**src/rtl/adc_ctl_pkg.sv**
```systemverilog
package adc_ctl_pkg;
    localparam int unsigned DATA_W = 8;
    localparam int unsigned CHAN_W = 5;
    localparam int unsigned DIV_W  = 3;

    localparam logic [1:0] ADDR_CTL = 2'd0;
    localparam logic [1:0] ADDR_DAT = 2'd1;
    localparam logic [1:0] ADDR_CLK = 2'd2;

    localparam logic [CHAN_W-1:0] CHAN_OFF = '1;

    typedef struct packed {
        logic              ien;
        logic              cont;
        logic [CHAN_W-1:0] chan;
        logic              done;
        logic              irq;
        logic [DATA_W-1:0] data;
        logic              unsettled;
        logic [DIV_W-1:0]  div;
    } regs_t;

    typedef struct packed {
        logic active;
        logic start;
        logic stop_seen;
        logic resume;
        logic settle;
    } seq_t;
endpackage

```
**src/rtl/adc_clk_div.sv**
```systemverilog
module adc_clk_div #(
    parameter int CODE_W  = 3,
    parameter int MAX_LOG = 4
) (
    input  logic              clk,
    input  logic              rst_n,
    input  logic [CODE_W-1:0] code,
    input  logic              run,
    input  logic              restart,
    output logic              tick
);
    localparam int CNT_W = (MAX_LOG < 1) ? 1 : MAX_LOG;

    logic [CNT_W-1:0] cnt_d, cnt_q;
    logic [CNT_W-1:0] last;
    int               shift;

    always_comb begin
        // out-of-range codes fall back to divide-by-1
        shift = (int'(code) <= MAX_LOG) ? int'(code) : 0;
        last  = CNT_W'((32'd1 << shift) - 32'd1);
        tick  = run && (cnt_q == last);
        if (!run || restart || tick) begin
            cnt_d = '0;
        end else begin
            cnt_d = cnt_q + 1'b1;
        end
    end

    always_ff @(posedge clk or negedge rst_n) begin
        if (!rst_n) begin
            cnt_q <= '0;
        end else begin
            cnt_q <= cnt_d;
        end
    end
endmodule

```
**src/rtl/adc_conv_seq.sv**
```systemverilog
module adc_conv_seq
    import adc_ctl_pkg::*;
(
    input  logic clk,
    input  logic rst_n,
    input  logic launch,
    input  logic halt,
    input  logic cont,
    input  logic chan_ok,
    input  logic stop_mode,
    input  logic conv_done,
    output logic conv_start,
    output logic active,
    output logic accept,
    output logic settle
);
    seq_t seq_d, seq_q;

    always_comb begin
        accept          = conv_done && seq_q.active && !stop_mode;
        seq_d           = seq_q;
        seq_d.start     = 1'b0;
        seq_d.stop_seen = stop_mode;

        if (stop_mode) begin
            // abort; remember whether work was in flight
            seq_d.active = 1'b0;
            if (seq_q.active) begin
                seq_d.resume = 1'b1;
            end
        end else if (seq_q.stop_seen) begin
            // first cycle out of stop
            seq_d.settle = 1'b1;
            seq_d.resume = 1'b0;
            if (seq_q.resume && chan_ok) begin
                seq_d.start  = 1'b1;
                seq_d.active = 1'b1;
            end
        end else if (launch) begin
            seq_d.start  = 1'b1;
            seq_d.active = 1'b1;
        end else if (halt) begin
            seq_d.active = 1'b0;
        end else if (accept) begin
            seq_d.settle = 1'b0;
            if (cont) begin
                seq_d.start = 1'b1;
            end else begin
                seq_d.active = 1'b0;
            end
        end
    end

    always_ff @(posedge clk or negedge rst_n) begin
        if (!rst_n) begin
            seq_q <= '0;
        end else begin
            seq_q <= seq_d;
        end
    end

    assign conv_start = seq_q.start;
    assign active     = seq_q.active;
    assign settle     = seq_q.settle;
endmodule

```
**src/rtl/adc_ctl.sv**
```systemverilog
module adc_ctl
    import adc_ctl_pkg::*;
#(
    parameter int NUM_CH      = 4,
    parameter int MAX_DIV_LOG = 4
) (
    input  logic              clk,
    input  logic              rst_n,
    input  logic              bus_wr,
    input  logic              bus_rd,
    input  logic [1:0]        bus_addr,
    input  logic [DATA_W-1:0] bus_wdata,
    output logic [DATA_W-1:0] bus_rdata,
    input  logic              wait_mode,
    input  logic              stop_mode,
    output logic              conv_start,
    output logic              conv_clk_en,
    input  logic              conv_done,
    input  logic [DATA_W-1:0] conv_result,
    output logic              pwr_down,
    output logic              irq,
    output logic              wake
);
    localparam int    PAD_W    = DATA_W - 1 - DIV_W;
    localparam regs_t REGS_RST = '{ien: 1'b0, cont: 1'b0, chan: CHAN_OFF,
                                   done: 1'b0, irq: 1'b0, data: '0,
                                   unsettled: 1'b0, div: '0};

    regs_t st_d, st_q;
    logic  wr_ctl, wr_clk, rd_dat;
    logic  new_ok, chan_ok, launch, halt, run;
    logic  accept, settle, active;
    logic  unused_wbit;

    assign unused_wbit = bus_wdata[DATA_W-1];

    always_comb begin
        wr_ctl  = bus_wr && (bus_addr == ADDR_CTL);
        wr_clk  = bus_wr && (bus_addr == ADDR_CLK);
        rd_dat  = bus_rd && (bus_addr == ADDR_DAT);
        new_ok  = int'(bus_wdata[CHAN_W-1:0]) < NUM_CH;
        chan_ok = int'(st_q.chan) < NUM_CH;
        launch  = wr_ctl && new_ok && !stop_mode;
        halt    = wr_ctl && !new_ok && !stop_mode;
        run     = active && !stop_mode;

        st_d = st_q;
        if (wr_ctl) begin
            st_d.ien  = bus_wdata[CHAN_W+1];
            st_d.cont = bus_wdata[CHAN_W];
            st_d.chan = bus_wdata[CHAN_W-1:0];
            st_d.done = 1'b0;
            st_d.irq  = 1'b0;
        end
        if (wr_clk) begin
            st_d.div = bus_wdata[DIV_W-1:0];
        end
        if (rd_dat) begin
            st_d.done = 1'b0;
            st_d.irq  = 1'b0;
        end
        if (accept) begin
            st_d.data      = conv_result;
            st_d.unsettled = settle;
            if (st_d.ien) begin
                st_d.irq = 1'b1;
            end else begin
                st_d.done = 1'b1;
            end
        end

        case (bus_addr)
            ADDR_CTL: bus_rdata = {st_q.done, st_q.ien, st_q.cont, st_q.chan};
            ADDR_DAT: bus_rdata = st_q.data;
            ADDR_CLK: bus_rdata = {st_q.unsettled, {PAD_W{1'b0}}, st_q.div};
            default:  bus_rdata = '0;
        endcase
    end

    always_ff @(posedge clk or negedge rst_n) begin
        if (!rst_n) begin
            st_q <= REGS_RST;
        end else begin
            st_q <= st_d;
        end
    end

    adc_conv_seq u_seq (
        .clk       (clk),
        .rst_n     (rst_n),
        .launch    (launch),
        .halt      (halt),
        .cont      (st_q.cont),
        .chan_ok   (chan_ok),
        .stop_mode (stop_mode),
        .conv_done (conv_done),
        .conv_start(conv_start),
        .active    (active),
        .accept    (accept),
        .settle    (settle)
    );

    adc_clk_div #(
        .CODE_W (DIV_W),
        .MAX_LOG(MAX_DIV_LOG)
    ) u_div (
        .clk    (clk),
        .rst_n  (rst_n),
        .code   (st_q.div),
        .run    (run),
        .restart(wr_clk),
        .tick   (conv_clk_en)
    );

    assign pwr_down = (st_q.chan == CHAN_OFF);
    assign irq      = st_q.irq;
    assign wake     = st_q.irq && wait_mode;
endmodule

```
**config.mk**
```make
export PLATFORM = sky130hd
export DESIGN_NAME = adc_ctl
export DESIGN_NICKNAME = d
export VERILOG_FILES = /design/src/rtl/adc_ctl_pkg.sv /design/src/rtl/adc_clk_div.sv /design/src/rtl/adc_conv_seq.sv /design/src/rtl/adc_ctl.sv
export SDC_FILE = /design/constraint.sdc
export NUM_CORES = 1
export LEC_CHECK = 0
export ABC_AREA = 1
export BUFFER_PORTS_ARGS = -buffer_cell sky130_fd_sc_hd__buf_2
export CAP_MARGIN = 20
export CORE_ASPECT_RATIO = 0.6
export CORE_UTILIZATION = 55
export DETAILED_ROUTE_END_ITERATION = 10
export PLACE_DENSITY_LB_ADDON = 0.1
export SLEW_MARGIN = 20
export SYNTH_ARGS = -nofsm -noshare
export SYNTH_HDL_FRONTEND = slang
export SYNTH_SLANG_ARGS = --single-unit
```
**constraint.sdc**
```tcl
create_clock -name clk -period 2 [get_ports clk]
set_clock_uncertainty 0.05 [all_clocks]
set_input_delay 0.3 -clock clk [delete_from_list [all_inputs] [get_ports clk]]
set_output_delay 0.3 -clock clk [all_outputs]
set_load 0.1 [all_outputs]
```
# Word level (Yosys, flattened, before mapping)
# Index checks and enable logic that the tools add are counted.
classes:
  addsub: 2
  order_cmp: 3
  eq_ne: 9
  n_shift: 1
  mux: 25
  bitwise: 1
  reduce_logical: 25
op_table:
  columns: ["cell", "count"]
  rows:
  - ["1-bit by 32-bit left shift with 4-bit output (first input constant)", 1]
  - ["8-bit one-hot mux with 3 select lines", 1]
  - ["1-bit 2-to-1 mux", 15]
  - ["1-bit logical AND", 13]
  - ["11-bit 2-to-1 mux", 1]
  - ["5-bit by 3-bit less-than comparator with 1-bit output (second input constant)", 2]
  - ["2-bit 2-to-1 mux", 5]
  - ["9-bit 2-to-1 mux", 1]
  - ["2-bit by 1-bit != test with 1-bit output (second input constant)", 3]
  - ["5-bit equality test (second input constant)", 1]
  - ["5-bit by 2-bit != test with 1-bit output (second input constant)", 1]
  - ["5-bit nonzero test", 1]
  - ["4-bit by 1-bit adder with 4-bit output (second input constant)", 1]
  - ["4-bit equality test", 1]
  - ["4-bit 2-to-1 mux", 1]
  - ["4-bit AND reduction", 1]
  - ["2-bit nonzero test", 2]
  - ["4-bit by 1-bit subtractor with 4-bit output (second input constant)", 1]
  - ["3-bit less-or-equal comparator (second input constant)", 1]
  - ["1-bit logical NOT", 3]
  - ["3-bit 2-to-1 mux", 1]
  - ["3-bit != test (second input constant)", 1]
  - ["3-bit AND reduction", 1]
  - ["2-bit by 1-bit equality test with 1-bit output (second input constant)", 1]
  - ["5 further kinds", 6]
word_totals:
  ff_bits: 30
  inputBits: 25
  output_inout_bits: 13
  word_cells: 80

# Logic depth before layout (Yosys ltp)
depth:
  ltp_word: 8
  mapped_depth: 9
  ltp_nobuf: 9

# Modules after synthesis
# A second synthesis with hierarchy kept.
unflattened:
  hier_cells: 196
  hier_area_um2: 1585.3
by_module_without_submodules:
  columns: ["module", "instances", "cells_each", "area_per_inst_um2", "seq_area_each_um2"]
  rows:
  - ["adc_ctl", 1, 124, 1052.3, 531.8]
  - ["adc_clk_div", 1, 42, 289.0, 100.1]
  - ["adc_conv_seq", 1, 30, 244.0, 125.1]

# Least setup slack after synthesis
# OpenSTA, ideal clock, no wires.
synth_path:
  path_kind: "reg-to-output"
  start: "register st_q[17] in the netlist's numbering"
  end: "output port bus_rdata[3]"
  arrival_time_ns: 2.672
  required_time_ns: 1.650
  slack_ns: -1.022
  path_stages_with_launch: 3
  path_buffers: 0
  cell_sequence: "dfstp_2 -> inv_1 -> o21ai_0"
synth_via:
  elab_chain_cells: 1
synth_rtl:
  columns: ["element", "line", "text"]
  rows:
  - ["start: declaration", "adc_ctl.sv:29", "regs_t st_d, st_q;"]
  - ["start signal: assignment", "adc_ctl.sv:84", "st_q <= st_d;"]
  - ["8-bit one-hot mux with 3 select lines", "adc_ctl.sv:72", "case (bus_addr)"]
  - ["end: declaration", "adc_ctl.sv:13", "output logic [DATA_W-1:0] bus_rdata,"]
# No other way between the ends.

# Worst setup path in the final report
layout_path:
  start: "register st_q[1] in the netlist's numbering"
  end: "output port conv_clk_en"
layout_via:
  elab_chain_cells: 6
layout_rtl:
  columns: ["element", "line", "text"]
  rows:
  - ["3-bit less-or-equal comparator", "adc_clk_div.sv:20", "shift = (int'(code) <= MAX_LOG) ? int'(code) : 0;"]
  - ["3-bit 2-to-1 mux *", "adc_clk_div.sv:20", null]
  - ["1-bit by 32-bit left shift with 4-bit output *", "adc_clk_div.sv:21", "last = CNT_W'((32'd1 << shift) - 32'd1);"]
  - ["4-bit by 1-bit subtractor with 4-bit output *", "adc_clk_div.sv:21", null]
  - ["4-bit equality test *", "adc_clk_div.sv:22", "tick = run && (cnt_q == last);"]
  - ["1-bit logical AND *", "adc_clk_div.sv:22", null]
  - ["end: declaration", "adc_ctl.sv:17", "output logic conv_clk_en,"]
# Every way passes the cells marked *; elsewhere a longest branch is shown, timed or not.

==> flow_results.xml <==
<?xml version="1.0" encoding="UTF-8"?>
<metrics>
  <group name="status">
    <metric name="status" unit="">complete, but fails checks</metric>
    <metric name="violations" unit="">negative hold slack</metric>
  </group>
  <group name="detailed_routing">
    <metric name="detail_route.vias_per_cell" unit="">5.11</metric>
    <metric name="drc" unit="">0</metric>
    <metric name="antenna_nets_post_route" unit="">0</metric>
    <metric name="wirelength" unit="um">3520</metric>
    <metric name="detailedRoute.firstIterationViolations" unit="">59</metric>
    <metric name="vias" unit="">1385</metric>
    <metric name="drt_pre_antenna_iters" unit="">4</metric>
    <metric name="routed_wire_length_per_instance" unit="um">13.0</metric>
  </group>
  <group name="die">
    <metric name="fp.coreArea" unit="mm2">0.00256</metric>
    <metric name="die_area" unit="mm2">0.00297</metric>
    <metric name="placementRows" unit="">14</metric>
    <metric name="boundaryPins" unit="">38</metric>
    <metric name="die_height" unit="um">42.6</metric>
    <metric name="die_width" unit="um">69.7</metric>
    <metric name="starting_density_of_the_core" unit="%">59.1</metric>
  </group>
  <group name="synthesis">
    <metric name="synth_top_family_by_area" unit="">simple AND/OR/NAND/NOR gates</metric>
    <metric name="synth.cell_area" unit="mm2">0.00151</metric>
    <metric name="synth_seq_cells" unit="">30</metric>
    <metric name="ys_types" unit="">26</metric>
    <metric name="synthTopCellsByArea" unit="">dfrtp_1 (41%), nand2_1 (18%), dfstp_2 (8.7%), inv_1 (5.2%), o21ai_0 (5.0%)</metric>
    <metric name="yosys.area_share.simple" unit="%">30.6</metric>
    <metric name="post-synth-top-area-fraction" unit="%">41.4</metric>
    <metric name="synth_fa_ha_area_share" unit="%">0.829</metric>
    <metric name="synth.avg_cell_area" unit="um2">7.78</metric>
    <metric name="synth-warning-count" unit="">0</metric>
    <metric name="synth_sequential_area_ratio" unit="%">50.1</metric>
    <metric name="synth.largest_area_cell" unit="">dfrtp_1</metric>
    <metric name="multiplexer_area_fraction_after_synthesis" unit="%">0</metric>
    <metric name="synthXorXnorAreaFrac" unit="%">1.16</metric>
    <metric name="synth_compound_gate_area_share" unit="%">9.53</metric>
    <metric name="syn-num-nets" unit="">220</metric>
    <metric name="synth_cells" unit="">194</metric>
  </group>
  <group name="pwr">
    <metric name="power.density_cell_area" unit="mW/mm2">955</metric>
    <metric name="power.switching" unit="W">0.000716</metric>
    <metric name="clkPwrFrac" unit="%">25.6</metric>
    <metric name="power.share.combinational" unit="%">33.9</metric>
    <metric name="power.internal" unit="W">0.00121</metric>
    <metric name="p_seq_share" unit="%">40.5</metric>
    <metric name="leakagePower" unit="nW">1.04</metric>
    <metric name="report.power.total" unit="W">0.00192</metric>
    <metric name="switching_share" unit="%">37.2</metric>
    <metric name="ir_drop_worst_vdd" unit="mV">0.797</metric>
  </group>
  <group name="clock_tree">
    <metric name="postCtsHoldBufs" unit="">0</metric>
    <metric name="clock_tree.root_cell" unit="">clkbuf_8</metric>
    <metric name="numCtsBuffers" unit="">5</metric>
    <metric name="clock_tree_from_tritoncts" unit="">done</metric>
    <metric name="clkSinkCount" unit="">30</metric>
    <metric name="htreeDepth" unit="">2</metric>
    <metric name="path_clk_slew" unit="ps">60</metric>
    <metric name="ctsLongestPathBuffers" unit="">2</metric>
    <metric name="clk_latency" unit="ps">280</metric>
  </group>
  <group name="global_routing">
    <metric name="grt_first_pass_wirelength" unit="um">5890</metric>
    <metric name="grt_util_all_layers" unit="%">27.0</metric>
    <metric name="global_route.overflow_total" unit="">0</metric>
    <metric name="grt_pass1_vias" unit="">1327</metric>
    <metric name="grt_start_max_net_pins" unit="">31</metric>
    <metric name="antenna_violations_before_repair" unit="">0</metric>
  </group>
  <group name="worst_setup_path">
    <metric name="crit_slowest_cell" unit="">dfrtp_2</metric>
    <metric name="launch_point_of_the_worst_reg_to_reg_path" unit="">st_q[1]</metric>
    <metric name="worst-endpoint-required" unit="ps">1650</metric>
    <metric name="crit_buf_inv" unit="">1</metric>
    <metric name="crit_path_max_incr_delay" unit="ps">450</metric>
    <metric name="arrival_time_reported_for_the_critical_path_endpoint" unit="ps">1590</metric>
    <metric name="path_delay_family" unit="">simple AND/OR/NAND/NOR gates</metric>
    <metric name="critical_path_start" unit="">st_q[1]</metric>
    <metric name="crit_path_frequent_cell" unit="">nand2_1</metric>
    <metric name="path_cells" unit="">nor2_4, nand2_4, nand2_1, nand2_1, nand2_1, nand3_2, nor2_4, buf_12</metric>
    <metric name="worst-setup-path-type" unit="">flip-flop to output pin</metric>
    <metric name="end_kind" unit="">output pin</metric>
    <metric name="worst_setup_path_start_kind" unit="">flip-flop</metric>
    <metric name="critical_path_peak_fanout" unit="">6</metric>
  </group>
  <group name="timing">
    <metric name="setup-violations-final" unit="">0</metric>
    <metric name="finalHoldWorstSlack" unit="ps">-1.29</metric>
    <metric name="rsz0062_at_grt" unit="">no</metric>
    <metric name="min_period_over_period" unit="%">96.9</metric>
    <metric name="timing.slew.headroom" unit="%">56.2</metric>
    <metric name="min_period" unit="ps">1940</metric>
    <metric name="hold_viol" unit="">3</metric>
    <metric name="achievable-frequency" unit="MHz">516</metric>
    <metric name="final-max-slew-violation-count" unit="">0</metric>
    <metric name="worstMarginPinSlew" unit="ps">657</metric>
  </group>
  <group name="place">
    <metric name="port_buffers" unit="">36</metric>
    <metric name="hpwl_after_detailed_placement" unit="um">2580</metric>
    <metric name="place.gp.congestion" unit="">0.782</metric>
  </group>
  <group name="min_path">
    <metric name="worst_hold_path_type" unit="">primary input to asynchronous set/reset pin</metric>
  </group>
  <group name="final_layout">
    <metric name="insertedDiodeCount" unit="">0</metric>
    <metric name="fin_nets" unit="">264</metric>
    <metric name="final_layout_size_suffix_gt1_share" unit="%">31.4</metric>
    <metric name="areaGrowthSynthToFinish" unit="%">33.5</metric>
    <metric name="postLayoutCoreUtil" unit="%">78.8</metric>
  </group>
  <group name="run">
    <metric name="max_cap_viol_count" unit="">0</metric>
  </group>
</metrics>
## worst paths after layout
check / to / slack (ps) / cells past startpoint
max: conv_clk_en / 60 / 8
min: u_seq.seq_q[2] / -1 / 1
max reg2reg: u_div.cnt_q[3] / 390 / 9
min reg2reg: st_q[9] / 440 / 2
max in group asynchronous: st_q[1] / 1430 / 1
min in group clk: u_seq.seq_q[2] / 130 / 1
## timing repair
item                       4_1_cts  5_1_grt
resized for setup                1        2
buffers inserted                 0        2
setup endpoints to repair        1        1
gates cloned                     0        0
pin swaps                        0        2
## flip-flops by register name, indices dropped and copies added, names as in the netlist
name              flops
irq                   1
st_q                 20
u_div.cnt_q           4
u_seq.active          1
u_seq.conv_start      1
u_seq.seq_q           2
u_seq.settle          1
## cells in the mapped netlist
cell type,n
buf_4,1
nand3_1,11
nand3b_1,1
buf_6,1
nor2_4,1
nor3_1,1
nor2_1,13
nand2_1,71
xor2_1,1
nand4_1,1
o21ai_2,3
o21ai_1,1
inv_1,21
o21ai_0,15
nand2_2,4
dfstp_2,5
xnor2_1,1
o211ai_1,3
buf_2,1
nor2_2,4
clkinv_1,2
inv_2,2
ha_1,1
nand2_4,1
a21oi_1,3
dfrtp_1,25
## through the flow
step / TNS (ps) / hold slack, ps / std cells / worst slack, ps / instance area [um2]
2_1_floorplan: -879 / -45.6 / 194 / -300 / 1550
3_3_place_gp: 0 / 305 / 261 / 353 / 1900
3_5_place_dp: 0 / 316 / 261 / 295 / 1900
4_1_cts: 0 / 16.8 / 269 / 6.04 / 1990
5_1_grt: 0 / 42.8 / 271 / 1.91 / 2020
6_report: 0 / -1.29 / 271 / 62.8 / 2020
## layout by cell type, fill, tap and decap left out, drive strengths merged
| cell | n |
|---|---|
| ha | 1 |
| inv | 23 |
| nand3 | 11 |
| nand2 | 76 |
| nor3 | 1 |
| dfstp | 5 |
| nand3b | 1 |
| o211ai | 3 |
| buf | 40 |
| nor2 | 18 |
| a21oi | 3 |
| dfrtp | 25 |
| o21ai | 19 |
| clkbuf | 8 |
| xnor2 | 1 |
| xor2 | 1 |
| nand4 | 1 |
| clkinv | 2 |
## metal layers
metal,track usage (%),vias up,wire length (um)
met5,0,-,0
met4,13.2,0,51
met3,7.45,7,189
met2,41.6,35,1600
met1,35.7,649,1670
li1,-,694,-
## cell type report
class                           instances  area, um2
Tap cell                               32       40.0
Multi-Input combinational cell        136        681
Clock buffer                            8       90.1
Fill cell                             182        542
Inverter                               25        101
Timing Repair Buffer                   40        345
Sequential cell                        30        758
## kinds of logic after synthesis
kind of cell	Yosys count
AO/OA/AOI/OAI	25
XOR/XNOR	2
adder cells (fa/ha/maj)	1
buffers and inverters	28
flip-flops	30
AND/OR/NAND/NOR	108
## worst register-to-register path, cell delays in order (launching register included)
cell and delay, ps:
dfrtp_2 450, nor2_4 140, nand2_4 80, nand2_1 90, nand2_1 60, nand2_1 80, nand3_2 120, buf_4 160
o21ai_2 190, nor2_1 80
## power groups by stage
stage          sequential (W)  clock [W]  combinational (W)
2_1_floorplan        0.000793          0           0.000416
3_3_place_gp         0.000778          0           0.000614
3_5_place_dp         0.000783          0           0.000632
4_1_cts              0.000775   0.000502           0.000633
5_1_grt              0.000789   0.000528           0.000693
6_report             0.000780   0.000492           0.000652
Power figures use the tool's default switching activity.
